File: src/rtl/shmem_arb_pkg.sv
package shmem_arb_pkg;
   typedef enum logic [1:0] {
      ARB_IDLE = 2'd0,
      ARB_REQ  = 2'd1,
      ARB_GNT  = 2'd2,
      ARB_TMO  = 2'd3
   } arb_state_t;
endpackage

File: src/rtl/shmem_acc_class.sv
module shmem_acc_class #(
   parameter int ADDR_W     = 16,
   parameter int PROT_BYTES = 16
) (
   input  logic              smart,
   input  logic              ce,
   input  logic              reg_sel,
   input  logic [ADDR_W-1:0] addr,
   output logic              mem_acc,
   output logic              prot_hit
);
   logic low_region;

   generate
      if (PROT_BYTES == 0) begin : g_noprot
         assign low_region = 1'b0;
      end else begin : g_prot
         localparam logic [ADDR_W-1:0] PROT_LIM = ADDR_W'(PROT_BYTES);
         assign low_region = (addr < PROT_LIM);
      end
   endgenerate

   assign prot_hit = ce & ~reg_sel & smart & low_region;
   assign mem_acc  = ce & ~reg_sel & ~prot_hit;
endmodule

File: src/rtl/shmem_tmo_cnt.sv
module shmem_tmo_cnt #(
   parameter int TMO_CYC = 64
) (
   input  logic clk,
   input  logic rst_n,
   input  logic run,
   output logic expired
);
   localparam int CW = (TMO_CYC > 2) ? $clog2(TMO_CYC) : 1;
   localparam logic [CW-1:0] LAST = CW'(TMO_CYC - 1);

   logic [CW-1:0] cnt;

   always_ff @(posedge clk or negedge rst_n) begin
      if (!rst_n)          cnt <= '0;
      else if (!run)       cnt <= '0;
      else if (cnt != LAST) cnt <= cnt + 1'b1;
   end

   assign expired = run & (cnt == LAST);
endmodule

File: src/rtl/shmem_host_arb.sv
module shmem_host_arb
   import shmem_arb_pkg::*;
#(
   parameter int ADDR_W     = 16,
   parameter int PROT_BYTES = 16,
   parameter int TMO_CYC    = 64
) (
   input  logic              clk,
   input  logic              rst_n,
   input  logic              mode_smart,
   input  logic              dsp_clk_on,
   input  logic              host_ce,
   input  logic              host_reg_sel,
   input  logic [ADDR_W-1:0] host_addr,
   input  logic              dsp_holda,
   output logic              dsp_hold,
   output logic              host_wait,
   output logic              host_grant,
   output logic              host_blocked,
   output logic              tmo_flag
);
   initial begin
      if (ADDR_W < 4 || ADDR_W > 32) $error("ADDR_W out of range");
      if (TMO_CYC < 2) $error("TMO_CYC must be at least 2");
      if (PROT_BYTES < 0 || PROT_BYTES >= (1 << ADDR_W)) $error("PROT_BYTES out of range");
   end

   arb_state_t st, st_nxt;
   logic mem_acc, prot_hit, hs_en, need_hs, direct, expired;

   shmem_acc_class #(.ADDR_W(ADDR_W), .PROT_BYTES(PROT_BYTES)) u_class (
      .smart    (mode_smart),
      .ce       (host_ce),
      .reg_sel  (host_reg_sel),
      .addr     (host_addr),
      .mem_acc  (mem_acc),
      .prot_hit (prot_hit)
   );

   shmem_tmo_cnt #(.TMO_CYC(TMO_CYC)) u_tmo (
      .clk     (clk),
      .rst_n   (rst_n),
      .run     (st == ARB_REQ && hs_en && host_ce && !dsp_holda),
      .expired (expired)
   );

   assign hs_en   = mode_smart & dsp_clk_on;
   assign need_hs = mem_acc & hs_en;
   assign direct  = mem_acc & ~hs_en;

   always_comb begin
      st_nxt = st;
      if (!hs_en) begin
         st_nxt = ARB_IDLE;
      end else begin
         unique case (st)
            ARB_IDLE: if (need_hs) st_nxt = ARB_REQ;
            ARB_REQ: begin
               if (!host_ce)       st_nxt = ARB_IDLE;
               else if (dsp_holda) st_nxt = ARB_GNT;
               else if (expired)   st_nxt = ARB_TMO;
            end
            ARB_GNT: if (!host_ce) st_nxt = ARB_IDLE;
            ARB_TMO: if (!host_ce) st_nxt = ARB_IDLE;
            default: st_nxt = ARB_IDLE;
         endcase
      end
   end

   always_ff @(posedge clk or negedge rst_n) begin
      if (!rst_n) begin
         st       <= ARB_IDLE;
         tmo_flag <= 1'b0;
      end else begin
         st <= st_nxt;
         if (st == ARB_REQ && st_nxt == ARB_TMO) tmo_flag <= 1'b1;
      end
   end

   assign dsp_hold     = hs_en & (st == ARB_REQ || st == ARB_GNT);
   assign host_wait    = hs_en & ((st == ARB_IDLE && need_hs) || (st == ARB_REQ && host_ce));
   assign host_grant   = direct | (hs_en & host_ce & (st == ARB_GNT));
   assign host_blocked = prot_hit;
endmodule

File: config.mk
export PLATFORM = sky130hd
export DESIGN_NAME = shmem_host_arb
export DESIGN_NICKNAME = d
export VERILOG_FILES = /design/src/rtl/shmem_arb_pkg.sv /design/src/rtl/shmem_acc_class.sv /design/src/rtl/shmem_tmo_cnt.sv /design/src/rtl/shmem_host_arb.sv
export SDC_FILE = /design/constraint.sdc
export NUM_CORES = 1
export LEC_CHECK = 0
export BUFFER_PORTS_ARGS = -buffer_cell sky130_fd_sc_hd__buf_2
export CORE_UTILIZATION = 45
export CTS_CLUSTER_DIAMETER = 60
export DETAILED_ROUTE_END_ITERATION = 10
export PLACE_DENSITY = 0.86
export SLEW_MARGIN = 10
export SYNTH_ARGS = -nofsm -noshare
export SYNTH_HDL_FRONTEND = slang
export SYNTH_SLANG_ARGS = --single-unit
File: constraint.sdc
create_clock -name clk -period 2 [get_ports clk]
set_input_delay 0.2 -clock clk [delete_from_list [all_inputs] [get_ports clk]]
set_output_delay 0.2 -clock clk [all_outputs]
set_load 0.02 [all_outputs]
Yosys cells after proc, flatten, opt, wreduce, memory -nomap -nowiden:

Index checks and enable logic that the tools add are counted.

* input bits: 23
* register bits: 9
* bits in latches: 0
* RAM bits: 0
* logic and storage cells: 48
* ROM bits: 0
* output and inout port bits: 5
* memories: 0

* muxes and demuxes: 9
* $add $sub $neg: 1
* order comparisons: 1
* equal/unequal tests: 7
* bitwise operators: 16
* reductions and logical operators: 11
* div/mod/pow operators: 0
* shift-type cells: 0
* $mul: 0

Operators with widths (number)
* $lt 16x5->1 const B: 1
* $and 1x1->1: 12
* $mux 2: 6
* $mux 6: 2
* $add 6x1->6 const B: 1
* $eq 2x2->1 const B: 3
* $eq 6x6->1 const B: 1
* $logic_and 1x1->1: 6
* $ne 6x6->1 const B: 1
* $pmux 2 s3: 1
* $not 1->1: 3
* $eq 2x1->1 const B: 1
* $logic_not 2->1: 1
* $logic_or 1x1->1: 2
* $ne 2x2->1 const B: 1
* $reduce_or 2->1: 1
* $logic_not 1->1: 1
* $or 1x1->1: 1

Depth between registers and ports, before layout:

Gate-level depths: netlist (run 1).

* depth in word-level cells: 12
* depth in mapped cells: 7
* depth with buffers taken out: 7

Hierarchy:

From an unflattened synthesis (run 1), not the netlist that was laid out.

* cell total of the unflattened synthesis: 69
* area, all modules: 650.6 um^2

By module, submodules not included
* shmem_tmo_cnt: instances 1, sequential area each 150.1 um^2, cells each 30, area each 311.5 um^2
* shmem_host_arb: instances 1, sequential area each 75.1 um^2, cells each 32, area each 275.3 um^2
* shmem_acc_class: instances 1, sequential area each 0.0 um^2, cells each 7, area each 63.8 um^2

Least setup slack after synthesis (run 1):

OpenSTA, ideal clock, no wires.

* path type: reg2reg
* from: reg st[0]
* to: reg tmo_flag
* period minus slack after synthesis: 1621 ps
* required time: 1880 ps
* library setup time: 120 ps
* arrival time: 1501 ps
* path slack: 379 ps
* stages on the path, launching flop included: 7
* path buffers: 0
* path through: dfrtp_1 -> inv_1 -> ha_1 -> or3_1 -> o211ai_2 -> o21ai_4 -> a31o_1

* longest elaborated chain between the ends: 12
* elaborated cells on any way between the ends: 18
* those cells by class: 4 x eq/ne; 7 x mux; 1 x bitwise; 6 x reduce/logical

Ends and longest elaborated chain
* start: declaration: RTL line shmem_host_arb.sv:28 `arb_state_t st, st_nxt;`
* start signal: assignment: RTL line shmem_host_arb.sv:75 `st <= st_nxt;`
* $eq 2x1->1: RTL line shmem_host_arb.sv:43, shmem_host_arb.sv:56
* $logic_and 1x1->1 (3 in a row): RTL line shmem_host_arb.sv:43 `.run (st == ARB_REQ && hs_en && host_ce && !dsp_holda),`
* $and 1x1->1: RTL line shmem_tmo_cnt.sv:20 `assign expired = run & (cnt == LAST);`
* $mux 2: RTL line shmem_host_arb.sv:61 `else if (expired) st_nxt = ARB_TMO;`
* $mux 2: RTL line shmem_host_arb.sv:60 `else if (dsp_holda) st_nxt = ARB_GNT;`
* $mux 2: RTL line shmem_host_arb.sv:59 `if (!host_ce) st_nxt = ARB_IDLE;`
* $pmux 2 s3 *: RTL line shmem_host_arb.sv:56 `unique case (st)`
* $mux 2 *: RTL line shmem_host_arb.sv:53 `if (!hs_en) begin`
* via st_nxt[1]: RTL line shmem_host_arb.sv:28
* $eq 2x2->1 *: RTL line shmem_host_arb.sv:76 `if (st == ARB_REQ && st_nxt == ARB_TMO) tmo_flag <= 1'b1;`
* $logic_and 1x1->1 *: RTL line shmem_host_arb.sv:76
* end signal: assignment: RTL line shmem_host_arb.sv:73 `tmo_flag <= 1'b0;`
* end signal: assignment: RTL line shmem_host_arb.sv:76
* end: declaration: RTL line shmem_host_arb.sv:20 `output logic tmo_flag`

Mark *: on every way through the listed nets, which the timed path passes. The rest lies on a longest branch.
A chain may end at the register's enable or synchronous reset.

Worst setup path in the final report (run 1):

Same ends and word-level chain as after synthesis.

==> flow_summary_export.csv, run 1 <==
group,metric,value,unit
timing,fin_crit_sh,0.859,
yosys,synthMuxAreaShare,0,
floorplan,row_count,13,
routing,wire_per_inst,11.7,um
timing,fin_worst_skew,0.300,ps
finish,fillCellCount,115,
routing,num_vias,596,
yosys,yosys_warnings,0,
finish,antenna_cells,0,
yosys,synth.distinct_cells,27,
yosys,synth_top_family_by_area,"simple AND/OR/NAND/NOR gates",
worst_setup_path,critPathKind,"register to register",
clock_network,clock_sink_count,9,
routing,wl_met2,649,um
global_routing,antenna_found_initial,0,
routing,met3_length,80,um
routing,ant_nets,0,
worst_setup_path,required,2150,ps
yosys,synthSimpleGateAreaFrac,0.314,
timing,fin_crit,1720,ps
worst_setup_path,critPathLaunchType,"register",
global_routing,grt_pass1_vias,520,
timing,finalSetupViolCount,0,
global_routing,grt_max_degree,10,
routing,drt-initial-drc-count,7,
timing,tightestPinTransition,309,ps
clock_network,cts-buffers-inserted,3,
worst_setup_path,end_kind,"register",
worst_hold_path,hold_class,"input port to register",
clock_network,cts_root_buf,"clkbuf_4",
timing,tns,0,ps
global_routing,track_usage,0.208,
floorplan,initial_core_util,0.492,
placed_design,gp_congestion,0.796,
finish,syn2layout_area_growth,25.9,%
yosys,ys.flop_type,"dfrtp_1",
timing,slew_viol_final,0,
yosys,yosysTopAreaCellShare,0.343,
yosys,ys_top_cells_by_area,"dfrtp_1 (34%), ha_1 (11%), nor4_4 (6.5%), and3_1 (3.8%), nand3_1 (3.8%)",
floorplan,fp.coreArea,1330,um^2
placed_design,hpwl,1.04,mm
finish,seqCellArea,225,um^2
yosys,synth_area_per_cell,9.80,um^2
timing,max_freq,582,MHz
finish,final_layout_size_suffix_gt1_frac,0.337,
yosys,synthCells,67,
run,cap_violations,0,
worst_setup_path,crit_fanout,6,
yosys,synth_compound_area_frac,0.177,
yosys,syn_nets,96,
floorplan,die_h,40.2,um
floorplan,die_area,1620,um^2
clock_network,cts_max_path_buffers,2,
timing,slew_headroom,0.792,
routing,top_layer,"met3",
yosys,synth_area,657,um^2
clock_network,clk_latency,250,ps
yosys,synth_adder_area_share,0.114,
finish,finalNetCount,125,
yosys,synth_common_cells,"dfrtp_1 (9), ha_1 (6), nor2_1 (6), nand3_1 (5)",
timing,rsz0062_at_grt,"false",
timing,hold_viol,0,
placed_design,io_buffers,23,
outcome,outcome,"complete, no violations",
floorplan,ioPinCount,28,
floorplan,die_x,40.2,um
power,ir_worst_vdd,425,uV
power,power_density,457,nW/um^2
yosys,synth_top_area_cell,"dfrtp_1",
power,p_leak,0.384,nW
routing,totalWireLength,1.29,mm
yosys,yosysSeqAreaShare,0.343,
routing,drcViolationCount,0,
yosys,async_reset_ff_frac,1.00,
finish,multi_input_area,424,um^2
yosys,synth_xor_area_frac,0.0400,
yosys,synth-edff-count,0,
yosys,synth_most_common_cell,"dfrtp_1",
routing,wl_met1,558,um
clock_network,htree_levels,1,
finish,utilization,0.620,
worst_setup_path,cp_data_arrival_time,1860,ps
routing,viasPerCell,5.42,
yosys,ys_ff_latch,9,
clock_network,cts_tree,"yes",
global_routing,grt_pass1_wl,2.18,mm
global_routing,grt_overflow,0,
clock_network,clkTransAtPathRegs,60,ps
routing,first_pass_iters,3,
[timing repair]
| action | in CTS | in global routing |
|---|---|---|
| gates resized for setup | 0 | 0 |
| endpoints found under the hold margin | 9 | 0 |
| buffers inserted | 0 | 0 |
| setup endpoints to repair | 0 | 0 |
| hold buffers | 1 | 0 |
[worst max-delay path, stage by stage, from the launching register on]
cell	delay, ps
dfrtp_1	390
inv_1	100
ha_1	270
or3_1	360
o211ai_2	200
o21ai_4	80
a31o_1	210
[worst paths after layout]
kind                            from           end  slack [ps]  cells after the start
max                            st[0]      tmo_flag         280                      6
min                        dsp_holda         st[1]         240                      3
max reg2reg                    st[0]      tmo_flag         280                      6
min reg2reg                 tmo_flag      tmo_flag         470                      1
max in group asynchronous      rst_n         st[1]        1500                      2
min in group asynchronous      rst_n  u_tmo.cnt[5]         320                      2
[state kept, by name (all words and copies together), names as in the netlist]
| signal | cells |
|---|---|
| u_tmo.cnt | 6 |
| tmo_flag | 1 |
| st | 2 |
[metrics by stage]
stage	setup slack, ps	total power [mW]	instances	hold WS (ps)	cell area [um^2]
2_1_floorplan	379	0.211	67	-95.6	657
3_3_place_gp	309	0.243	105	53.7	791
3_5_place_dp	278	0.245	105	53.8	791
4_1_cts	271	0.384	110	236	827
5_1_grt	122	0.406	110	233	827
6_report	281	0.378	110	240	827
[power breakdown]
group	switching (mW)	internal (mW)	total, mW	leakage, nW
registers	0.000959	0.183	0.184	0.125
clock network	0.0587	0.0766	0.135	0.0150
logic	0.0322	0.0266	0.0588	0.244
[cell families after synthesis]
kind of cell / Yosys count
adder cells (fa/ha/maj): 6
AO/OA/AOI/OAI: 15
AND/OR/NAND/NOR: 32
buffers and inverters: 2
XOR/XNOR: 3
flip-flops: 9
[cells in the final DEF (no fill, tap or decap)]
cell type | Yosys | final
dfrtp_1 | 9 | 9
a31o_1 | 1 | 1
inv_1 | 2 | 2
nand2_1 | 4 | 4
xnor2_1 | 2 | 2
nor2b_1 | 3 | 3
o211ai_2 | 1 | 1
o21ai_0 | 2 | 2
o21ai_1 | 2 | 2
buf_2 | 0 | 23
clkbuf_4 | 0 | 3
clkbuf_1 | 0 | 1
nor4_4 | 2 | 2
nor3b_1 | 2 | 2
o21ai_4 | 1 | 1
dlygate4sd3_1 | 0 | 1
a41oi_2 | 1 | 1
a21boi_1 | 1 | 1
and3_4 | 1 | 1
nor2_1 | 6 | 6
o211ai_1 | 1 | 1
nand3b_1 | 1 | 1
a22oi_1 | 1 | 1
nand3_1 | 5 | 5
or3_1 | 1 | 1
a21oi_1 | 4 | 4
and3_1 | 4 | 4
nand4_1 | 2 | 2
ha_1 | 6 | 6
nor3_1 | 1 | 1
xor2_1 | 1 | 1
[cell type report]
type / instances / share of cell area
multi-input combinational: 56 / 0.513
timing repair buffer: 24 / 0.151
clock buffer: 4 / 0.0318
inverter: 2 / 0.00908
sequential: 9 / 0.272
tap: 15 / 0.0227
[per-layer routing]
layer / vias up / track usage
met2: 20 / 0.351
met1: 269 / 0.244
li1: 307 / -
met5: - / 0
met3: 0 / 0.0556
met4: 0 / 0.100
(Power assumes the default switching activity.)
==> inputs of run 2 (changes only) <==
--- a/constraint.sdc
+++ b/constraint.sdc
@@ -3,2 +3,2 @@
 set_output_delay 0.2 -clock clk [all_outputs]
-set_load 0.02 [all_outputs]
+set_load 0.1 [all_outputs]
==> run 2 against run 1 <==
Effect of this change:
- combinational power is 24% higher
- die area stayed put
- routed wire length is 4.9% higher
- sequential power hardly changed
- hold slack better by 5.3 ps
- flip-flop and latch count stayed put
- first-iteration DRC count is 43% lower
- sequential share of layout area is 0.37 points lower
- critical endpoint is now host_wait
- largest power group unchanged
- highest routed layer is now met4
==> flow_summary_export.csv, run 2 (synthesized netlist as in run 1, its figures left out) <==
group,metric,value,unit
timing,fin_crit_sh,0.908,
clock_network,htree_levels,1,
clock_network,clk_latency,250,ps
timing,holdWs,246,ps
placed_design,io_buffers,23,
placed_design,place_area,802,um^2
timing,fin_worst_skew,3.10,ps
clock_network,cts-buffers-inserted,3,
timing,finalSetupViolCount,0,
placed_design,pre_cts_slack,280,ps
routing,drcViolationCount,0,
floorplan,fp.coreArea,1330,um^2
clock_network,cts_max_path_buffers,2,
global_routing,track_usage,0.192,
floorplan,initial_core_util,0.492,
power,ir_worst_vdd,432,uV
finish,layout_commonest_cell,"buf_2",
worst_setup_path,critPathLaunchType,"register",
routing,ant_nets,0,
global_routing,grt_pass1_vias,531,
timing,fin_crit,1820,ps
floorplan,die_x,40.2,um
worst_setup_path,r2r_slack,270,ps
finish,top_regs,"u_tmo.cnt: 6 flops, st: 2 flops, tmo_flag: 1 flops",
run,cap_violations,0,
global_routing,grt_pass1_wl,2.04,mm
finish,finalNetCount,125,
finish,seqCellArea,225,um^2
timing,tns,0,ps
global_routing,grt_max_degree,10,
routing,num_vias,611,
floorplan,die_area,1620,um^2
timing,rsz0062_at_grt,"false",
routing,first_pass_iters,4,
finish,largest_reg_flops,6,
power,p_leak,0.385,nW
worst_setup_path,required,1800,ps
finish,syn2layout_area_growth,27.6,%
finish,layoutNonFillerInstCount,110,
worst_setup_path,slowest_delay,420,ps
clock_network,cts_tree,"yes",
timing,max_freq,551,MHz
worst_setup_path,worstPathCellList,"inv_1 -> ha_1 -> a21oi_1 -> nor2_2 -> buf_2",
floorplan,row_count,13,
routing,viasPerCell,5.55,
timing,tightestPinTransition,483,ps
worst_setup_path,end_kind,"output port",
finish,fillCellCount,110,
finish,antenna_cells,0,
routing,totalWireLength,1.35,mm
timing,slew_headroom,0.680,
placed_design,dp.cells,105,
timing,hold_viol,0,
finish,largest-register,"u_tmo.cnt",
worst_setup_path,crit_fanout,5,
clock_network,clock_sink_count,9,
power,totalPowerFinal,0.392,mW
worst_setup_path,cp_data_arrival_time,1620,ps
clock_network,cts_root_buf,"clkbuf_4",
timing,slew_viol_final,0,
power,power_density,468,nW/um^2
finish,final_layout_size_suffix_gt1_frac,0.368,
routing,drt-initial-drc-count,4,
global_routing,grt_overflow,0,
floorplan,die_h,40.2,um
finish,utilization,0.629,
clock_network,post_cts_buffers,0,
finish,mostFrequentLayoutCells,"buf_2 (23), dfrtp_1 (9), ha_1 (6)",
finish,final_area,838,um^2
floorplan,ioPinCount,28,
timing,setup_ws,184,ps
placed_design,gp_congestion,0.789,
global_routing,antenna_found_initial,0,
routing,wire_per_inst,12.3,um
worst_setup_path,slowest_stage,"dfrtp_1",
finish,multi_input_area,435,um^2
placed_design,hpwl,1.08,mm
worst_setup_path,critPathKind,"register to output port",
outcome,outcome,"complete, no violations",
clock_network,clkTransAtPathRegs,60,ps
worst_hold_path,hold_class,"input port to register",
[run 2: metal layers]
metal,vias to the layer above,GRT usage,wire length [um]
met5,-,0,0
met2,18,0.359,707
met1,288,0.223,562
li1,303,-,-
met3,2,0.0333,69
met4,0,0.0500,11
[run 2: what timing repair did]
| action | in CTS | in global routing |
|---|---|---|
| hold buffers | 1 | 0 |
| resized for setup | 0 | 0 |
| hold endpoints to repair | 9 | 0 |
[run 2: final timing paths]
kind / start / to / depth (start not counted)
min in group asynchronous: rst_n / u_tmo.cnt[3] / 2
max in group asynchronous: rst_n / st[0] / 2
hold / removal: dsp_holda / st[1] / 3
hold reg to reg: tmo_flag / tmo_flag / 1
setup reg to reg: st[0] / tmo_flag / 6
setup / recovery: st[1] / host_wait / 5
[run 2: final cells by class]
| cell class | instances | area share |
|---|---|---|
| clock buffers | 4 | 0.0313 |
| flip-flops and latches | 9 | 0.269 |
| multi-input cells | 56 | 0.519 |
| inverters | 2 | 0.00896 |
| well taps | 15 | 0.0224 |
| repair buffers | 24 | 0.149 |
[run 2: worst max-delay path, delay by kind of cell, from the launching register on]
kind / cells / cell delay (ps)
buffers and inverters: 2 / 540
adder cells (fa/ha/maj): 1 / 260
flip-flops: 1 / 420
AO/OA/AOI/OAI: 1 / 70
AND/OR/NAND/NOR: 1 / 80
[run 2: report_power, final]
group / internal [mW] / switching, mW
sequential: 0.183 / 0.000955
clock: 0.0766 / 0.0589
combinational: 0.0272 / 0.0455
==> inputs of run 3 (changes only) <==
SYNTH_HIERARCHICAL = 1   (was default)
==> run 3 against run 2 <==
Effect of this change:
- first-iteration DRC count rose by 130%
- count of clock-buffer cells in the layout did not move
- power rose by 0.11%
- combinational power fell by 0.6%
- critical path depth rose by 5
- sequential power barely moved
- hold slack improved by 72 ps
- core utilization rose by 11 points
- design area rose by 16%
- global-route usage rose by 0.067 points
==> flow_summary_export.csv, run 3 <==
group,metric,value,unit
timing,setup_ws,37.0,ps
finish,layoutNonFillerInstCount,124,
worst_setup_path,r2r_start,"st[1]",
placed_design,io_buffers,23,
floorplan,row_count,13,
routing,num_vias,668,
finish,syn2layout_area_growth,49.0,%
yosys,yosysSeqAreaShare,0.346,
worst_setup_path,r2r_slack,40,ps
timing,slew_headroom,0.681,
yosys,synth_top_family_by_area,"simple AND/OR/NAND/NOR gates",
clock_network,cts_tree,"yes",
routing,drcViolationCount,0,
clock_network,clkTransAtPathRegs,60,ps
yosys,async_reset_ff_frac,1.00,
clock_network,cts_root_buf,"clkbuf_4",
timing,tightestPinTransition,482,ps
placed_design,place_area,858,um^2
global_routing,grt_pass1_wl,1.97,mm
power,p_leak,0.498,nW
worst_setup_path,critPathLaunchType,"register",
floorplan,die_x,40.0,um
placed_design,dp.cells,113,
timing,holdWs,317,ps
finish,utilization,0.736,
yosys,synth-edff-count,0,
finish,finalNetCount,139,
yosys,synthMuxAreaShare,0.0462,
yosys,synth_common_cells,"nand2_1 (10), dfrtp_1 (9), ha_1 (6), inv_1 (5), o21ai_0 (5)",
power,power_density,405,nW/um^2
routing,viasPerCell,5.39,
worst_setup_path,required,2190,ps
global_routing,grt_overflow,0,
clock_network,clock_sink_count,9,
yosys,synth_adder_area_share,0.115,
worst_setup_path,end_kind,"register",
yosys,yosysTopAreaCellShare,0.346,
routing,ant_nets,0,
timing,fin_worst_skew,3.65,ps
timing,fin_crit,1960,ps
yosys,synthSimpleGateAreaFrac,0.290,
yosys,yosys_warnings,6,
global_routing,track_usage,0.193,
finish,antenna_cells,0,
worst_setup_path,ff2ff_path_depth,10,
timing,rsz0062_at_grt,"true",
global_routing,grt_pass1_vias,520,
floorplan,die_area,1600,um^2
worst_setup_path,crit_fanout,2,
timing,fin_crit_sh,0.982,
clock_network,cts-buffers-inserted,3,
clock_network,htree_levels,1,
placed_design,pre_cts_slack,34.6,ps
worst_setup_path,critPathKind,"register to register",
global_routing,antenna_found_initial,0,
timing,hold_viol,0,
routing,drt-initial-drc-count,9,
floorplan,ioPinCount,28,
routing,wire_per_inst,12.8,um
yosys,synth_area,651,um^2
clock_network,clk_latency,260,ps
yosys,ys_ff_latch,9,
yosys,synthCells,69,
yosys,synth_compound_area_frac,0.167,
timing,finalSetupViolCount,0,
timing,max_freq,509,MHz
yosys,synth_area_per_cell,9.43,um^2
yosys,synth_xor_area_frac,0,
worst_setup_path,reg2reg_to,"tmo_flag",
outcome,outcome,"complete, no violations",
clock_network,cts_max_path_buffers,2,
finish,layout_commonest_cell,"buf_2",
timing,slew_viol_final,0,
floorplan,die_h,40.0,um
floorplan,initial_core_util,0.494,
finish,largest_reg_flops,6,
finish,final_layout_size_suffix_gt1_frac,0.486,
power,ir_worst_vdd,441,uV
yosys,synth_most_common_cell,"nand2_1",
worst_hold_path,hold_class,"input port to async pin",
yosys,syn_nets,98,
worst_setup_path,cp_data_arrival_time,2160,ps
finish,final_area,970,um^2
yosys,ys_top_cells_by_area,"dfrtp_1 (35%), ha_1 (12%), nand2_1 (5.8%), mux2i_1 (4.6%), nor4_2 (3.8%)",
placed_design,hpwl,1.12,mm
global_routing,grt_max_degree,11,
routing,totalWireLength,1.59,mm
finish,mostFrequentLayoutCells,"buf_2 (22), buf_4 (13), nand2_1 (10)",
run,cap_violations,0,
floorplan,fp.coreArea,1320,um^2
yosys,synth_top_area_cell,"dfrtp_1",
yosys,synth.distinct_cells,30,
yosys,ys.flop_type,"dfrtp_1",
placed_design,gp_congestion,0.766,
routing,first_pass_iters,4,
finish,top_regs,"u_tmo/cnt: 6 flops, st: 2 flops, tmo_flag: 1 flops",
finish,largest-register,"u_tmo/cnt",
[run 3: cell types whose count changed after synthesis, sizes merged, moves of 3 or more]
cell	previous run	this run
a21oi	4	1
inv	2	5
mux2i	0	3
nand2	4	10
nor2b	3	0
[run 3: logic make-up after synthesis]
group,Yosys count
multiplexers,3
AND/OR/NAND/NOR,30
buffers and inverters,6
flip-flops,9
AO/OA/AOI/OAI,15
adder cells (fa/ha/maj),6
[run 3: final cells by class]
cell class              count  area (um^2)
inverters                   5         18.8
multi-input cells          54          443
flip-flops and latches      9          225
well taps                  15         18.8
fillers                    82          348
clock buffers               4         26.3
repair buffers             37          238
[run 3: worst max-delay path, stage by stage (launching register included)]
cell      delay [ps]
dfrtp_1          380
inv_2             70
ha_4             140
nand3b_1         130
nor2_2           160
inv_2             50
nor2_4            90
nor3_2            40
or3_1            360
a221oi_2         300
a31o_1           180
[run 3: how the worst max path moves through the flow]
| stage | endpoint | slack, ps | start |
|---|---|---|---|
| floorplan | host_grant | -240 | st[0] |
| global placement | tmo_flag | 80 | st[1] |
| detailed placement | tmo_flag | 30 | st[1] |
| CTS | tmo_flag | 20 | st[1] |
| global route | tmo_flag | -40 | st[0] |
| finish | tmo_flag | 40 | st[1] |
[run 3: layer usage]
metal  track usage  routed length, um  share of wire  vias to the layer above
met4         0.155                 10         0.0063                        0
met2         0.306                822           0.52                       22
met1         0.226                665           0.42                      311
li1              -                  -              -                      333
met5             0                  0              0                        -
met3        0.0333                 91          0.057                        2
[run 3: power by group]
group	switching [mW]	internal [mW]
clock network	0.0593	0.0766
registers	0.00121	0.183
logic	0.0424	0.0299
total	0.103	0.290
[run 3: timing repair]
| item | 4_1_cts | 5_1_grt |
|---|---|---|
| hold buffers | 1 | 0 |
| resized for setup | 0 | 9 |
| setup buffers | 0 | 6 |
| endpoints found under the setup margin | 0 | 2 |
| endpoints found under the hold margin | 9 | 0 |
[run 3: metrics by stage]
| step | power, mW | setup TNS [ps] |
|---|---|---|
| 3_3_place_gp | 0.252 | 0 |
| 2_1_floorplan | 0.219 | -282 |
| 6_report | 0.392 | 0 |
| 4_1_cts | 0.397 | 0 |
| 3_5_place_dp | 0.254 | 0 |
| 5_1_grt | 0.411 | -38.7 |
